`src/rtl/useq_pkg.sv`:
```
package useq_pkg;

  // Sequencing field encodings
  typedef enum logic [1:0] {
    SEQ_FETCH  = 2'b00,
    SEQ_DISP   = 2'b01,
    SEQ_NEXT   = 2'b10,
    SEQ_BRANCH = 2'b11
  } seq_e;

  localparam int TAB_OP_W    = 6;
  localparam int TAB_TGT_W   = 4;
  localparam int TAB_ENTRIES = 5;

  // Dispatch table: opcode to first micro-address of its routine
  localparam logic [TAB_OP_W-1:0] TAB_OPC [TAB_ENTRIES] = '{
    6'b000000,  // register-register ALU
    6'b000100,  // branch on equal
    6'b001101,  // or immediate
    6'b100011,  // load word
    6'b101011   // store word
  };

  localparam logic [TAB_TGT_W-1:0] TAB_TGT [TAB_ENTRIES] = '{
    4'd4, 4'd3, 4'd6, 4'd8, 4'd11
  };

endpackage

```
`src/rtl/useq_dispatch.sv`:
```
module useq_dispatch
  import useq_pkg::*;
#(
  parameter int OP_W     = 6,
  parameter int UADDR_W  = 5,
  parameter int RI_UADDR = 16
) (
  input  logic [OP_W-1:0]    opcode,
  output logic [UADDR_W-1:0] disp_addr
);

  logic [TAB_ENTRIES-1:0] hit;
  logic [UADDR_W-1:0]     masked [TAB_ENTRIES];

  for (genvar g = 0; g < TAB_ENTRIES; g++) begin : g_entry
    assign hit[g]    = (opcode == OP_W'(TAB_OPC[g]));
    assign masked[g] = hit[g] ? UADDR_W'(TAB_TGT[g]) : '0;
  end

  always_comb begin
    disp_addr = '0;
    for (int i = 0; i < TAB_ENTRIES; i++) begin
      disp_addr = disp_addr | masked[i];
    end
    if (hit == '0) begin
      disp_addr = UADDR_W'(RI_UADDR);
    end
  end

endmodule

```
`src/rtl/useq_next.sv`:
```
module useq_next
  import useq_pkg::*;
#(
  parameter int UADDR_W = 5
) (
  input  logic [1:0]         seq_sel,
  input  logic [UADDR_W-1:0] cur_addr,
  input  logic [UADDR_W-1:0] disp_addr,
  input  logic               cond,
  input  logic [UADDR_W-1:0] br_target,
  output logic [UADDR_W-1:0] nxt_addr
);

  logic [UADDR_W-1:0] inc_addr;

  // Dedicated incrementer, wraps naturally at the address width
  assign inc_addr = cur_addr + UADDR_W'(1);

  always_comb begin
    unique case (seq_sel)
      SEQ_FETCH:  nxt_addr = '0;
      SEQ_DISP:   nxt_addr = disp_addr;
      SEQ_NEXT:   nxt_addr = inc_addr;
      SEQ_BRANCH: nxt_addr = cond ? br_target : inc_addr;
      default:    nxt_addr = '0;
    endcase
  end

endmodule

```
`src/rtl/useq_sequencer.sv`:
```
module useq_sequencer #(
  parameter int OP_W     = 6,
  parameter int UADDR_W  = 5,
  parameter int RI_UADDR = 16
) (
  input  logic               clk,
  input  logic               rst,
  input  logic [1:0]         seq_sel,
  input  logic [OP_W-1:0]    opcode,
  input  logic               ovf,
  input  logic               irq_pend,
  input  logic [UADDR_W-1:0] br_target,
  output logic [UADDR_W-1:0] uaddr
);

  logic [UADDR_W-1:0] disp_addr;
  logic [UADDR_W-1:0] nxt_addr;
  logic               cond;

  assign cond = ovf | irq_pend;

  useq_dispatch #(
    .OP_W    (OP_W),
    .UADDR_W (UADDR_W),
    .RI_UADDR(RI_UADDR)
  ) u_dispatch (
    .opcode   (opcode),
    .disp_addr(disp_addr)
  );

  useq_next #(
    .UADDR_W(UADDR_W)
  ) u_next (
    .seq_sel  (seq_sel),
    .cur_addr (uaddr),
    .disp_addr(disp_addr),
    .cond     (cond),
    .br_target(br_target),
    .nxt_addr (nxt_addr)
  );

  // Micro-PC register
  always_ff @(posedge clk) begin
    if (rst) begin
      uaddr <= '0;
    end else begin
      uaddr <= nxt_addr;
    end
  end

endmodule

```
`config.mk`:
```
export PLATFORM = sky130hd
export DESIGN_NAME = useq_sequencer
export DESIGN_NICKNAME = d
export VERILOG_FILES = /design/src/rtl/useq_pkg.sv /design/src/rtl/useq_dispatch.sv /design/src/rtl/useq_next.sv /design/src/rtl/useq_sequencer.sv
export SDC_FILE = /design/constraint.sdc
export NUM_CORES = 1
export LEC_CHECK = 0
export ABC_AREA = 1
export BUFFER_PORTS_ARGS = -buffer_cell sky130_fd_sc_hd__buf_2
export CAP_MARGIN = 15
export CORE_UTILIZATION = 25
export CTS_CLUSTER_SIZE = 28
export DETAILED_ROUTE_END_ITERATION = 8
export PLACE_DENSITY = 0.48
export REMOVE_ABC_BUFFERS = 1
export SETUP_SLACK_MARGIN = 0.02
export SLEW_MARGIN = 15
export SYNTH_ARGS = -nofsm -noshare
export SYNTH_HDL_FRONTEND = slang
export SYNTH_SLANG_ARGS = --single-unit
```
`constraint.sdc`:
```
create_clock -name clk -period 2.65 [get_ports clk]
set_input_delay 0 -clock clk [delete_from_list [all_inputs] [get_ports clk]]
set_output_delay 0 -clock clk [all_outputs]
set_load 0.03 [all_outputs]
```
==> reports/results.txt <==
The run finished with clean final reports. The cell area after placement is 593 um^2. The worst flop-to-flop path startpoint was uaddr[0].

The number of antenna violations at the first check in global routing was 0; the worst IR drop on VDD was 0.141 mV. At the worst endpoint, the required time is 2.77 ns. After synthesis, the share of flip-flops with an asynchronous set or reset is 0%. The area growth from synthesis to layout is 38.1%.

The net total in the final layout is 124. The smallest clock period supported by the final layout is computed as 1.23 ns. The synthesized area per cell was 5.78 um^2; the number of input and output port buffers inserted was 21.

In the finished design, the share of the clock period the worst path needs comes to 46.5%. The worst setup slack after placement is 1.46 ns. Counting flops per register, the top entry is uaddr.

Counting cells, the worst reg-to-reg path comes to 6. Setup violations remaining at the end of the flow were counted as 0. In this run the critical register-to-register path is captured at uaddr[4]. Yosys mapped the design onto 19 distinct sky130hd cell types.

TritonCTS built the clock tree. Total global routing overflow: 0. The register-to-register setup slack is 1.42 ns. The tree is rooted in a clkbuf_4. For the worst-case clock skew, the log shows 0.00578 ns.

The critical path class was flop to flop. The average wire length per cell after detail routing was 8.75 um; the total half-perimeter wirelength after legalization and detailed placement was 963 um. The run gives 0 as the post-CTS setup buffer count.

The first global-routing pass estimated 1940 um of wire. The region available for standard cell placement spans 1730 um^2. The later pin in the worst-skew pair is clocked with a latency of 0.24 ns. The fmax came out at 811 MHz. The XOR/XNOR share of the synthesized area works out to 1.92%. For this run, the leading register cell type out of synthesis is dfxtp_1.

The worst hold path belongs to the class input pin to flop. Entering global routing, the biggest net connects 8 pins. Global routing consumed, over all layers together, 14.0% of the routing resources. The share of the Yosys chip area taken by registers is 21.9%.

The run gives 0 as the final hold violation count. The number of buffers inserted by hold repair at cts is 1. The number of clock buffers added by TritonCTS is 3. Measured against the total synthesized area, the mux share comes to 0%. The tool flagged a number of max-cap violations equal to 0. In this run, synthesis inferred 0 flip-flops with an integrated enable.

Number of H-tree branching levels: 1. Clock-pin slew was measured on the worst setup and hold paths at 0.05 ns. The total negative setup slack is 0 ns, and the count of cells resized by post-cts repair is 0. The floorplan step set the die height to 44.7 um. The total number of yosys warnings is 0, and the worst slew margin relative to its limit is 84.4%. Post-synth design cell area: 457 um^2. For the max-slew violation total from the final report, the log shows 0.

Once the floorplan was initialized, standard cells occupied 26.4% of the core. The floorplan step defined a die boundary enclosing 2000 um^2. At the pin with the least slew margin, the transition time is 0.233 ns. The leakage power total was 0.000323 uW; the number of global-route vias before repair was 496.

Number of sinks driven by the clock tree: 5. The minimum hold slack was 0.0631 ns. The worst setup path is captured at a flop. The cell count after synthesis came out at 79. Counting flops and latches in the post-synthesis netlist gives 5.

STA classifies the critical path startpoint as a flop. The floorplan has 15 rows. The routed design has 1140 um of wire. The length of the first detailed-routing pass in iterations was 4. The maximum clock insertion buffer count was 2; the synthesized-area fraction occupied by and/or/nand/nor cells was 47.9%.

The register with the most flip-flops in the layout has 5 of them. Power per cell area: 374 nW/um^2. Start point of the worst hold path: br_target[2].

Setup repair after global routing left no endpoint under its margin. The cell depth of the worst hold path is 3. For the final antenna diode count, the log shows 0. The setup slack after layout was 1.42 ns. The largest family of logic cells by synthesized area was simple AND/OR/NAND/NOR gates.

The count of routing violations after the opening detailed-route iteration is 6. The detailed-route DRC error count was 0; the routed via count was 578. The routability congestion estimate from global placement is 0.753.

At the worst endpoint, the arrival time is 1.36 ns. Summing the areas of all compound-gate instances in the mapped netlist gives 16.4% of the synthesized area. Once detail routing completed, the nets flagged for antenna violations numbered 0.

The share of layout cells above drive strength 1 works out to 31.4%. The endpoint with the worst hold slack was uaddr[2]. Tracing the worst setup path back leads to its startpoint at uaddr[0]. The floorplan die width was 44.7 um; the design area was 631 um^2. In the final layout, the registers with the most flip-flops are uaddr: 5 flops. The adder and majority gate portion of the synthesized area was 2.74%; the count of pins on the block boundary was 22. Total power draw: 236 uW. The routed via count divided by cell count works out to 4.45. Along the worst path, the maximum fanout reaches 5.
## how the worst max path moves through the flow
stage | end | slack [ns] | cells after the start
2_1_floorplan | uaddr[4] | 1.29 | 6
3_3_place_gp | uaddr[4] | 1.50 | 6
3_5_place_dp | uaddr[4] | 1.46 | 6
6_report | uaddr[4] | 1.42 | 6
4_1_cts | uaddr[4] | 1.41 | 6
5_1_grt | uaddr[4] | 1.26 | 6
## report_power, final
group,internal (uW),total (uW),switching (uW)
registers,79.6,84.6,5.01
logic,25.8,63.8,38.0
clock network,54.7,87.4,32.7
total,160,236,75.7
## worst max-delay path, cell delays in order, from the launching register on
cell	delay, ns
dfxtp_1	0.39
ha_1	0.25
nand3_1	0.12
nand2_1	0.09
nand3_1	0.07
a21oi_1	0.13
a21oi_1	0.08
## metal layers
layer	GRT usage [%]	up-vias	wire length, um
met3	4.00	2	49
met1	15.6	245	487
met4	9.09	0	12
met5	0	-	0
met2	23.2	16	587
li1	-	315	-
## cell families (layout without fill, tap and decap cells)
kind of cell	count (synthesis)	in the layout
simple gates	48	48
compound gates	13	13
buf+inv	11	37
flops	5	5
fa+ha+maj	1	1
xor+xnor	1	1
## synthesized netlist by cell type (2+ instances only)
cell type	n	area share (%)
a21oi_1	5	5.5
dfxtp_1	5	22
inv_1	8	6.6
inv_2	3	2.5
nand2_1	21	17
nand3_1	8	8.8
nand4_1	4	5.5
nor2_1	10	8.2
nor2_2	2	2.7
o21ai_1	4	4.4
## per-stage QoR
step / instances / utilization, %
after floorplan: 79 / -
after global placement: 125 / 34.3
after detailed placement: 125 / 34.3
after CTS: 130 / 36.5
after global routing: 130 / 36.5
final: 130 / 36.5
## cell usage in the layout, fill, tap and decap left out, types with 2 or more instances in the layout
cell,synthesis,layout
o21ai_1,4,4
buf_2,0,21
dfxtp_1,5,5
nor2_1,10,10
inv_1,8,8
nand4_1,4,4
nand3_1,8,8
nand2_1,21,21
nor2_2,2,2
inv_2,3,3
clkbuf_4,0,3
a21oi_1,5,5
## area by class of cell
type | count | area, um^2
Sequential cell | 5 | 100
Tap cell | 25 | 31.3
Inverter | 11 | 41.3
Timing Repair Buffer | 22 | 115
Multi-Input combinational cell | 63 | 315
Fill cell | 218 | 1100
Clock inverter | 1 | 5.00
Clock buffer | 3 | 22.5
Power figures use the tool's default switching activity.
